===== config.mk =====
export PLATFORM = sky130hd
export DESIGN_NAME = i2c_regread_slave
export DESIGN_NICKNAME = d
export VERILOG_FILES = /design/src/rtl/i2c_rd_pkg.sv /design/src/rtl/i2c_line_sync.sv /design/src/rtl/i2c_rd_ctrl.sv /design/src/rtl/i2c_regread_slave.sv
export SDC_FILE = /design/constraint.sdc
export NUM_CORES = 1
export LEC_CHECK = 0
export BUFFER_PORTS_ARGS = -buffer_cell sky130_fd_sc_hd__buf_2
export CAP_MARGIN = 20
export CORE_AREA = 3 3 67 69
export CTS_CLUSTER_DIAMETER = 100
export DETAILED_ROUTE_END_ITERATION = 8
export DIE_AREA = 0 0 70 72
export PLACE_DENSITY_LB_ADDON = 0.08
export SLEW_MARGIN = 0
export SYNTH_ARGS = -nofsm -noshare
export SYNTH_HDL_FRONTEND = slang
export SYNTH_SLANG_ARGS = --single-unit
export TNS_END_PERCENT = 20

===== constraint.sdc =====
create_clock -name clk -period 1.8 [get_ports clk]
set_input_delay 0.18 -clock clk [delete_from_list [all_inputs] [get_ports clk]]
set_output_delay 0.18 -clock clk [all_outputs]
set_load 0.02 [all_outputs]

===== src/rtl/i2c_rd_pkg.sv =====
package i2c_rd_pkg;
  localparam int unsigned BYTE_BITS = 8;

  typedef enum logic [2:0] {
    ST_IDLE,
    ST_ADDR,
    ST_REG,
    ST_ACK,
    ST_TX,
    ST_MACK,
    ST_SKIP
  } rd_state_e;

  typedef enum logic [1:0] {
    AK_WADDR,
    AK_RADDR,
    AK_PTR
  } ack_kind_e;
endpackage


===== src/rtl/i2c_line_sync.sv =====
module i2c_line_sync (
  input  logic clk,
  input  logic srst,
  input  logic scl_in,
  input  logic sda_in,
  output logic scl_s,
  output logic sda_s,
  output logic scl_rise,
  output logic scl_fall,
  output logic start_det,
  output logic stop_det
);
  logic scl_m, sda_m, scl_p, sda_p;

  always_ff @(posedge clk) begin
    if (srst) begin
      scl_m <= 1'b1;
      sda_m <= 1'b1;
      scl_s <= 1'b1;
      sda_s <= 1'b1;
      scl_p <= 1'b1;
      sda_p <= 1'b1;
    end else begin
      scl_m <= scl_in;
      sda_m <= sda_in;
      scl_s <= scl_m;
      sda_s <= sda_m;
      scl_p <= scl_s;
      sda_p <= sda_s;
    end
  end

  assign scl_rise  = scl_s & ~scl_p;
  assign scl_fall  = ~scl_s & scl_p;
  assign start_det = scl_s & scl_p & sda_p & ~sda_s;
  assign stop_det  = scl_s & scl_p & ~sda_p & sda_s;
endmodule


===== src/rtl/i2c_rd_ctrl.sv =====
module i2c_rd_ctrl
  import i2c_rd_pkg::*;
#(
  parameter int unsigned ADDR_W   = 3,
  parameter logic [6:0]  DEV_ADDR = 7'h44
) (
  input  logic              clk,
  input  logic              srst,
  input  logic              scl_rise,
  input  logic              scl_fall,
  input  logic              sda_s,
  input  logic              start_det,
  input  logic              stop_det,
  input  logic [7:0]        rd_data,
  output logic              sda_oe,
  output logic              rd_en,
  output logic [ADDR_W-1:0] rd_addr
);
  localparam logic [3:0] FULL = 4'(BYTE_BITS);

  rd_state_e          st;
  ack_kind_e          kind;
  logic [3:0]         cnt;
  logic [7:0]         rx;
  logic [7:0]         tx;
  logic [ADDR_W-1:0]  ptr;
  logic               ld;
  logic               more;

  always_ff @(posedge clk) begin
    if (srst) begin
      st      <= ST_IDLE;
      kind    <= AK_WADDR;
      cnt     <= '0;
      rx      <= '0;
      tx      <= '0;
      ptr     <= '0;
      ld      <= 1'b0;
      more    <= 1'b0;
      sda_oe  <= 1'b0;
      rd_en   <= 1'b0;
      rd_addr <= '0;
    end else begin
      rd_en <= 1'b0;
      ld    <= rd_en;
      if (ld) tx <= rd_data;

      if (start_det) begin
        st     <= ST_ADDR;
        cnt    <= '0;
        sda_oe <= 1'b0;
      end else if (stop_det) begin
        st     <= ST_IDLE;
        sda_oe <= 1'b0;
      end else begin
        case (st)
          ST_ADDR, ST_REG: begin
            if (scl_rise && cnt != FULL) begin
              rx  <= {rx[6:0], sda_s};
              cnt <= cnt + 4'd1;
            end else if (scl_fall && cnt == FULL) begin
              if (st == ST_REG) begin
                ptr    <= rx[ADDR_W-1:0];
                sda_oe <= 1'b1;
                kind   <= AK_PTR;
                st     <= ST_ACK;
              end else if (rx[7:1] == DEV_ADDR) begin
                sda_oe <= 1'b1;
                st     <= ST_ACK;
                if (rx[0]) begin
                  kind    <= AK_RADDR;
                  rd_en   <= 1'b1;
                  rd_addr <= ptr;
                end else begin
                  kind <= AK_WADDR;
                end
              end else begin
                st <= ST_SKIP;
              end
            end
          end
          ST_ACK: begin
            if (scl_fall) begin
              cnt <= '0;
              case (kind)
                AK_WADDR: begin sda_oe <= 1'b0;   st <= ST_REG;  end
                AK_RADDR: begin sda_oe <= ~tx[7]; st <= ST_TX;   end
                default:  begin sda_oe <= 1'b0;   st <= ST_SKIP; end
              endcase
            end
          end
          ST_TX: begin
            if (scl_rise) begin
              cnt <= cnt + 4'd1;
            end else if (scl_fall) begin
              if (cnt == FULL) begin
                sda_oe <= 1'b0;
                ptr    <= ptr + 1'b1;
                st     <= ST_MACK;
              end else begin
                tx     <= {tx[6:0], 1'b0};
                sda_oe <= ~tx[6];
              end
            end
          end
          ST_MACK: begin
            if (scl_rise) begin
              more <= ~sda_s;
              if (!sda_s) begin
                rd_en   <= 1'b1;
                rd_addr <= ptr;
              end
            end else if (scl_fall) begin
              cnt <= '0;
              if (more) begin
                sda_oe <= ~tx[7];
                st     <= ST_TX;
              end else begin
                st <= ST_SKIP;
              end
            end
          end
          default: ;
        endcase
      end
    end
  end
endmodule


===== src/rtl/i2c_regread_slave.sv =====
module i2c_regread_slave
#(
  parameter int unsigned ADDR_W   = 3,
  parameter logic [6:0]  DEV_ADDR = 7'h44
) (
  input  logic              clk,
  input  logic              rst,
  input  logic              pwr_good,
  input  logic              scl_in,
  input  logic              sda_in,
  output logic              sda_oe,
  output logic              rd_en,
  output logic [ADDR_W-1:0] rd_addr,
  input  logic [7:0]        rd_data,
  output logic              mode
);
  logic srst;
  logic scl_s, sda_s, scl_rise, scl_fall, start_det, stop_det;

  assign srst = rst | ~pwr_good;

  always_ff @(posedge clk) begin
    mode <= srst;
  end

  i2c_line_sync u_sync (
    .clk       (clk),
    .srst      (srst),
    .scl_in    (scl_in),
    .sda_in    (sda_in),
    .scl_s     (scl_s),
    .sda_s     (sda_s),
    .scl_rise  (scl_rise),
    .scl_fall  (scl_fall),
    .start_det (start_det),
    .stop_det  (stop_det)
  );

  i2c_rd_ctrl #(
    .ADDR_W   (ADDR_W),
    .DEV_ADDR (DEV_ADDR)
  ) u_ctrl (
    .clk       (clk),
    .srst      (srst),
    .scl_rise  (scl_rise),
    .scl_fall  (scl_fall),
    .sda_s     (sda_s),
    .start_det (start_det),
    .stop_det  (stop_det),
    .rd_data   (rd_data),
    .sda_oe    (sda_oe),
    .rd_en     (rd_en),
    .rd_addr   (rd_addr)
  );
endmodule


==> results of run 1 <==
[worst min path at each step]
stage | slack (ns) | startpoint | end
2_1_floorplan | 0.28 | scl_in | u_sync.scl_m
3_3_place_gp | 0.36 | scl_in | u_sync.scl_m
3_5_place_dp | 0.36 | sda_in | u_sync.sda_m
4_1_cts | 0.05 | sda_in | u_sync.sda_m
5_1_grt | 0.07 | sda_in | u_sync.sda_m
6_report | 0.06 | sda_in | u_sync.sda_m
[power groups by stage]
stage               Combinational (mW)  Clock, mW  Sequential (mW)
floorplan                       0.0211          0            0.957
global placement                0.0487          0            0.956
detailed placement              0.0489          0            0.956
CTS                             0.0490      0.596            0.934
global route                    0.0545      0.623            0.934
finish                          0.0487      0.566            0.934
[per-layer routing]
layer	routed length, um	part of all wire	up-vias	global-route usage
met2	1938	0.44	28	0.2760
met3	153	0.035	6	0.05125
met5	0	0	-	0
li1	-	-	904	-
met4	53	0.012	0	0.06596
met1	2275	0.51	820	0.2572
[kinds of logic (layout without fill, tap and decap cells)]
kind of cell               after synthesis  in the layout
buffers and inverters                   18             61
and+or+nand+nor                         93             93
AOI/OAI and AO/OA                       47             47
muxes                                   23             23
DFF                                     42             42
adders and majority gates                4              4
xor gates and xnor gates                 2              2
[state kept, by name, indices dropped and copies added (netlist names), 2 cells and up]
register	flops
u_ctrl.cnt	4
u_ctrl.rd_addr	3
u_ctrl.st	3
u_ctrl.tx	8
u_ctrl.kind	2
u_ctrl.ptr	3
u_ctrl.rx	8
[worst reg2reg max path: stages (launching register included)]
cell and delay (ns):
dfxtp_1 0.32, or4_4 0.57, or2_1 0.27, o21ai_1 0.16, and4b_1 0.23, mux2i_1 0.17
[area by class of cell]
cell class                 count  area (um2)
fill                         347        1450
tap                           50       62.56
clock inverter                 1       7.507
timing repair buffer          48       319.1
sequential                    42       847.1
inverter                       6       22.52
clock buffer                   6       72.57
multi-input combinational    169        1190
[what timing repair did]
| action | in CTS | in global routing |
|---|---|---|
| pin swaps | 6 | 2 |
| buffers inserted | 4 | 1 |
| endpoints found under the setup margin | 5 | 18 |
| hold endpoints to repair | 0 | 0 |
| resized for setup | 8 | 6 |
[cells in the final DEF (no fill, tap or decap), types with 2 or more instances in the layout]
| cell | count |
|---|---|
| a211o_1 | 2 |
| a211oi_1 | 8 |
| a21o_1 | 2 |
| a21oi_1 | 11 |
| and2_1 | 4 |
| and4b_1 | 2 |
| buf_2 | 18 |
| buf_4 | 29 |
| clkbuf_8 | 5 |
| dfxtp_1 | 37 |
| dfxtp_2 | 5 |
| ha_1 | 2 |
| inv_1 | 3 |
| inv_2 | 2 |
| mux2i_1 | 22 |
| nand2_1 | 11 |
| nand2b_1 | 9 |
| nand3_1 | 6 |
| nand3b_1 | 4 |
| nand4_1 | 3 |
| nor2_1 | 33 |
| nor2b_1 | 5 |
| o211ai_1 | 2 |
| o21ai_0 | 11 |
| or3_1 | 2 |
| xor2_1 | 2 |
==> results.cfg, run 1 <==
[logic_synthesis]
yosysMostFrequentCell = dfxtp_1
synth_top_area_share = 0.4098
synth_top_family_by_area = simple AND/OR/NAND/NOR gates
yosysUniqueCellTypes = 53
synthAdderAreaFrac = 0.02317
synth-simple-area-share = 0.2512
yosys-mux-area-fraction = 0.1128
synthFlopType = dfxtp_1
synthXorXnorAreaFrac = 0.008537
avgSynthCellArea_um2 = 8.961
synth_commonest_cells = dfxtp_1, nor2_1, mux2i_1
ys_seq_area_frac = 0.4098
synth_compound_area_frac = 0.1543
async_flop_share = 0
synth_edf_count = 0
yosys.area.top_type = dfxtp_1
synth.yosys.warnings = 0
syn-num-nets = 245
syn_area_um2 = 2052
synth_cells = 229
synth_seq_cells = 42
synth.area.top_cells = dfxtp_1, mux2i_1, nor2_1, a211oi_1, nand2b_1

[timing]
slew_headroom = 0.7789
period_needed_ns = 1.779
final-setup-viol-count = 0
rsz0062_at_grt = true
tightest_slew_ns = 0.3274
fin_crit_sh = 0.9884
slew_violations = 0
tns_ns = 0
hold_violations = 0
worst_slack_ns = 0.02097
clock-skew-final_ns = 0.003104
worst_hold_slack_ns = 0.06420
max_freq_mhz = 562.1

[power_and_ir_drop]
switchingPower_uw = 329.8
p_comb_frac = 0.031
leakage_nw = 0.9594
internal_power_mw = 1.219
clkPwrFrac = 0.366
swShare = 0.2129
finalPower_mw = 1.549
pwr-share-seq = 0.603
ir_drop_mv = 0.4388
p_per_area_nw_per_um2 = 614.5

[routing]
wire_per_inst_um = 13.73
wl_mm = 4.421
drt_iter0_drc = 119
drc = 0
dr.pass1.iters = 4
drtAntennaViolNets = 0
via_per_inst = 5.460
vias = 1758

[floorplanning]
initial_core_util = 0.5167
coreArea_um2 = 3971
die_w_um = 70
die_h_um = 72
ios = 19
rows = 23
die_area_um2 = 5040

[clock_tree]
htreeDepth = 2
ctsLongestPathBuffers = 2
cts_tree = built
worstSkewPairLatency_ns = 0.29
cts_hold_buf = 0
clock_sinks = 42
tritoncts.num_buffers = 5
clock-root-buffer = clkbuf_8
clk_pin_slew_ns = 0.07

[cells_and_area]
drive_gt1_frac = 0.2610
synthToLayoutAreaGrowth_pct = 22.87
nets = 288
finalNonFillerCells = 322
fin_area_um2 = 2521
diodes = 0
fin_util = 0.6348

[worst_setup_path]
r2r_setup_slack_ns = 0.02
crit_required_ns = 2.02
reg2regPathDepth = 5
slowest_delay_ns = 0.57
path_delay_family = simple AND/OR/NAND/NOR gates
worstSetupEndpoint = u_ctrl.sda_oe
critical_path.cell_chain = or4_4, or2_1, o21ai_1, and4b_1, mux2i_1
path_class = flop to flop
path_max_fanout = 4
crit_start = u_ctrl.rx[2]
crit_slowest_cell = or4_4
cp-start-kind = flop
endpoint_kind = flop
path_depth = 5
r2r_start = u_ctrl.rx[2]
r2r_end = u_ctrl.sda_oe
critPathArrivalTime_ns = 2.00
critPathBufInv = 0

[min_path]
min_path_type = input port to flop
hold_depth = 2

[global_routing]
grt_max_degree = 18
grt_first_pass_wirelength_mm = 7.569
grt_pass1_vias = 1640
gr-total-overflow = 0
antenna_found_initial = 0
gr-usage-all-layers = 0.1847

[place]
dp_hpwl_mm = 3.219
dp_slack_ns = -0.03774
io_buffer_count = 18
gp_congestion = 0.8819
placedCellCount = 310
post_dp_cell_area_um2 = 2340

[job]
timing.max_cap.violations = 0

[status]
outcome = completed
Power figures use the tool's default switching activity.
==> run 2, diff against run 1 <==
--- a/config.mk
+++ b/config.mk
@@ -8,10 +8,11 @@
 export BUFFER_PORTS_ARGS = -buffer_cell sky130_fd_sc_hd__buf_2
 export CAP_MARGIN = 20
 export CORE_AREA = 3 3 67 69
-export CTS_CLUSTER_DIAMETER = 100
+export CTS_BUF_LIST = sky130_fd_sc_hd__clkbuf_4 sky130_fd_sc_hd__clkbuf_8
+export CTS_CLUSTER_DIAMETER = 80
 export DETAILED_ROUTE_END_ITERATION = 8
 export DIE_AREA = 0 0 70 72
-export PLACE_DENSITY_LB_ADDON = 0.08
+export PLACE_DENSITY = 0.73
 export SLEW_MARGIN = 0
 export SYNTH_ARGS = -nofsm -noshare
 export SYNTH_HDL_FRONTEND = slang
==> run 2 against run 1 <==
Against the previous run: hold slack worse by 0.0042 ns; design area shrank 2.0%; cell count down 1.6%; count of clock-buffer cells in the layout decreased by 1; clock skew up 0.0044 ns; sequential power hardly changed; combinational power fell by 5.1%.
==> results.cfg, run 2 (same netlist as run 1, synthesis figures left out) <==
[status]
outcome = completed

[floorplanning]
ios = 19
die_h_um = 72
die_w_um = 70
rows = 23
die_area_um2 = 5040
initial_core_util = 0.5167
coreArea_um2 = 3971

[clock_tree]
clock_sinks = 42
clock-root-buffer = clkbuf_8
clk_pin_slew_ns = 0.08
cts_hold_buf = 0
worstSkewPairLatency_ns = 0.30
tritoncts.num_buffers = 5
ctsLongestPathBuffers = 2
cts_tree = built
htreeDepth = 2

[timing]
max_freq_mhz = 571.9
rsz0062_at_grt = true
period_needed_ns = 1.748
tightest_slew_ns = 0.3196
slew_violations = 0
fin_crit_sh = 0.9713
hold_violations = 0
final-setup-viol-count = 0
clock-skew-final_ns = 0.007467
slew_headroom = 0.7863
tns_ns = 0

[global_routing]
grt_pass1_vias = 1641
gr-usage-all-layers = 0.1792
grt_max_degree = 27
gr-total-overflow = 0
grt_first_pass_wirelength_mm = 7.293
antenna_found_initial = 0

[cells_and_area]
synthToLayoutAreaGrowth_pct = 20.43
mostFrequentLayoutCells = dfxtp_1, nor2_1, buf_4
final_common_cell = dfxtp_1
num-fill-cells = 337
fin_util = 0.6222
diodes = 0
drive_gt1_frac = 0.2584
top_regs = u_ctrl.rx x8, u_ctrl.tx x8, u_ctrl.cnt x4
nets = 282

[routing]
vias = 1756
wl_mm = 4.334
drt_iter0_drc = 83
wl_met2_mm = 1.946
highest_layer = met4
via_per_inst = 5.539
drc = 0
wire_per_inst_um = 13.67
wl_met3_um = 210
drtAntennaViolNets = 0
dr.pass1.iters = 4
met1_length_mm = 2.067

[worst_setup_path]
reg2regPathDepth = 7
path_max_fanout = 6
critPathArrivalTime_ns = 1.98
endpoint_kind = flop
crit_required_ns = 2.03
cp-start-kind = flop
path_class = flop to flop

[min_path]
hold_depth = 2
min_path_type = input port to flop

[power_and_ir_drop]
finalPower_mw = 1.585
p_per_area_nw_per_um2 = 641.3
leakage_nw = 0.9448
ir_drop_mv = 0.5786

[place]
gp_congestion = 0.8751
dp_hpwl_mm = 3.001
io_buffer_count = 18

[job]
timing.max_cap.violations = 0
run 2: cell count changes in the layout (fill, tap and decap cells not counted), sizes merged:
cell      before  now
buf           48   42
clkbuf         6    5
clkinv         1    3
clkinvlp       1    0
inv            5    6
run 2: metrics by stage:
step	hold WS (ns)	setup slack, ns	instances	cell area, um2
global route	0.06986	-0.04225	317	2471
global placement	0.3594	0.04737	306	2310
detailed placement	0.3670	-0.01027	306	2310
CTS	0.05481	0.001549	316	2414
finish	0.06001	0.05158	317	2471
floorplan	0.2815	0.009019	229	2054
run 2: worst paths after layout:
kind,from,end,slack (ns)
max,u_ctrl.cnt[0],u_ctrl.cnt[2],0.05
min,scl_in,u_sync.scl_m,0.06
max reg2reg,u_ctrl.cnt[0],u_ctrl.cnt[2],0.05
min reg2reg,u_sync.sda_m,u_sync.sda_s,0.41
run 2: layer usage:
metal	vias to the layer above	track usage
met5	-	0
met4	0	0.06809
met3	9	0.04294
met2	38	0.2917
met1	820	0.2322
li1	889	-
run 2: what timing repair did:
| action | CTS | global route |
|---|---|---|
| resized for setup | 1 | 14 |
| pin swaps | 0 | 7 |
| endpoints found under the setup margin | 2 | 15 |
| setup buffers | 2 | 1 |
run 2: critical path, stage by stage, from the launching register on:
cell	delay, ns
dfxtp_2	0.34
inv_2	0.04
ha_4	0.15
and3b_2	0.25
nor3_4	0.13
o211ai_2	0.14
or4b_1	0.48
a21oi_1	0.15
run 2: layout make-up:
class	instances	area, um2	share of cell area
clock buffer	5	68.82	0.02785
multi-input combinational	169	1177	0.4765
clock inverter	3	18.77	0.007595
timing repair buffer	42	274.0	0.1109
tap	50	62.56	0.02532
inverter	6	22.52	0.009114
sequential	42	847.1	0.3428
run 2: report_power, final:
part,leakage (nW),internal (mW),switching (mW)
Combinational,0.556,0.0193,0.0269
Clock,0.0483,0.273,0.332
Sequential,0.341,0.932,0.00204
==> run 3, diff against run 2 <==
--- a/config.mk
+++ b/config.mk
@@ -6,13 +6,13 @@
 export NUM_CORES = 1
 export LEC_CHECK = 0
 export BUFFER_PORTS_ARGS = -buffer_cell sky130_fd_sc_hd__buf_2
-export CAP_MARGIN = 20
-export CORE_AREA = 3 3 67 69
+export CAP_MARGIN = 0
+export CORE_AREA = 3 3 77 61
 export CTS_BUF_LIST = sky130_fd_sc_hd__clkbuf_4 sky130_fd_sc_hd__clkbuf_8
 export CTS_CLUSTER_DIAMETER = 80
 export DETAILED_ROUTE_END_ITERATION = 8
-export DIE_AREA = 0 0 70 72
-export PLACE_DENSITY = 0.73
+export DIE_AREA = 0 0 80 64
+export PLACE_DENSITY = 0.69
 export SLEW_MARGIN = 0
 export SYNTH_ARGS = -nofsm -noshare
 export SYNTH_HDL_FRONTEND = slang
==> constraint.sdc (replaced) <==
create_clock -name clk -period 1.71 [get_ports clk]
set_input_delay 0.171 -clock clk [delete_from_list [all_inputs] [get_ports clk]]
set_output_delay 0.171 -clock clk [all_outputs]
set_load 0.02 [all_outputs]
==> run 3 against run 2 <==
Against the previous run: the run now ends with negative setup slack left; sequential cell count unchanged; fmax fell by 0.47%; global-route usage rose by 1.6 points; utilization grew 3.1 points; power rose by 6.1%; clock skew is 0.0043 ns lower; sequential power up 5.1%; via count grew 3.5%; count of clock-buffer cells in the layout up 2; hold slack better by 0.0017 ns; worst setup slack lost 0.098 ns; critical path type unchanged; largest cell class unchanged.
==> results.cfg, run 3 (same netlist as run 1, synthesis figures left out) <==
[worst_setup_path]
crit_start = u_ctrl.rx[1]
endpoint_kind = flop
reg2regPathDepth = 5
slowest_delay_ns = 0.57
path_class = flop to flop
path_max_fanout = 4
path_depth = 5
critPathBufInv = 0
crit_required_ns = 1.93
r2r_end = u_ctrl.sda_oe
r2r_start = u_ctrl.rx[1]
critPathArrivalTime_ns = 1.97
crit_slowest_cell = or4_4
critical_path.cell_chain = or4_4, or2_1, o21ai_1, and4b_1, mux2i_1
cp-start-kind = flop
worstSetupEndpoint = u_ctrl.sda_oe
r2r_setup_slack_ns = -0.05
path_delay_family = simple AND/OR/NAND/NOR gates

[floorplanning]
ios = 19
initial_core_util = 0.5125
coreArea_um2 = 4004
die_w_um = 80
rows = 20
die_area_um2 = 5120
die_h_um = 64

[clock_tree]
cts_tree = built
tritoncts.num_buffers = 5
htreeDepth = 2
worstSkewPairLatency_ns = 0.28
ctsLongestPathBuffers = 2
clk_pin_slew_ns = 0.07
clock-root-buffer = clkbuf_8
clock_sinks = 42
cts_hold_buf = 0

[timing]
tns_ns = -0.1114
hold_violations = 0
max_freq_mhz = 569.2
clock-skew-final_ns = 0.003164
tightest_slew_ns = 0.3679
final-setup-viol-count = 4
slew_violations = 0
slew_headroom = 0.7532
rsz0062_at_grt = true
period_needed_ns = 1.757
worst_slack_ns = -0.04677
fin_crit_sh = 1.027

[global_routing]
antenna_found_initial = 0
grt_first_pass_wirelength_mm = 7.962
gr-usage-all-layers = 0.1952
grt_max_degree = 21
grt_pass1_vias = 1698
gr-total-overflow = 0

[power_and_ir_drop]
finalPower_mw = 1.681
leakage_nw = 1.027
ir_drop_mv = 0.4186
p_per_area_nw_per_um2 = 642.6

[cells_and_area]
diodes = 0
drive_gt1_frac = 0.3071
mostFrequentLayoutCells = buf_4, dfxtp_1, nor2_1
nets = 295
top_regs = u_ctrl.rx x8, u_ctrl.tx x8, u_ctrl.cnt x4
fin_area_um2 = 2616
synthToLayoutAreaGrowth_pct = 27.50

[routing]
drc = 0
wire_per_inst_um = 13.63
drt_iter0_drc = 147
wl_mm = 4.567
drtAntennaViolNets = 0
vias = 1817
via_per_inst = 5.424
dr.pass1.iters = 4

[min_path]
hp-start = scl_in
min_path_type = input port to flop

[status]
violations = negative setup slack
outcome = finished with violations

[place]
post_dp_cell_area_um2 = 2409
gp_congestion = 0.8756
io_buffer_count = 18
dp_hpwl_mm = 3.249
dp_slack_ns = -0.07226

[job]
timing.max_cap.violations = 0
[run 3: area by class of cell]
cell class              count  area (um2)
fillers                   358        1388
multi-input cells         169        1207
clock inverters             1       5.005
well taps                  55       68.82
clock buffers               7       90.09
inverters                   6       22.52
flip-flops and latches     42       850.8
repair buffers             55       371.6
[run 3: worst min-delay path by stage]
stage	endpoint	slack, ns	depth (start not counted)
detailed placement	u_sync.scl_m	0.36	2
CTS	u_sync.scl_m	0.05	2
global placement	u_sync.scl_m	0.35	2
floorplan	u_sync.scl_m	0.27	1
global route	u_sync.scl_m	0.06	2
finish	u_sync.scl_m	0.06	2
[run 3: worst register-to-register path, stage by stage, from the launching register on]
cell	delay (ns)
dfxtp_1	0.31
or4_4	0.57
or2_1	0.26
o21ai_1	0.13
and4b_1	0.24
mux2i_1	0.17
[run 3: what timing repair did]
action | 4_1_cts | 5_1_grt
cloned | 1 | 0
gates resized for setup | 12 | 11
pin swaps | 6 | 5
buffers inserted | 3 | 0
endpoints found under the setup margin | 20 | 20
endpoints found under the hold margin | 0 | 0
[run 3: where the power goes]
part           total [mW]  internal [mW]  switching, mW
Combinational      0.0490         0.0210         0.0281
Clock               0.650          0.341          0.308
Sequential          0.982          0.980        0.00253
Total                1.68           1.34          0.339
[run 3: metal layers]
metal,GRT usage,vias to the layer above,share of wire
li1,-,919,-
met1,0.2737,841,0.48
met2,0.3006,50,0.44
met3,0.04085,7,0.063
met4,0.05907,0,0.012
met5,0,-,0
[run 3: metrics by stage]
step / hold WS (ns) / util / instances
finish: 0.06170 / 0.6534 / 335
global route: 0.05953 / 0.6534 / 335
CTS: 0.05489 / 0.6459 / 335
detailed placement: 0.3566 / 0.6016 / 323
global placement: 0.3535 / 0.6016 / 323
floorplan: 0.2725 / - / 229
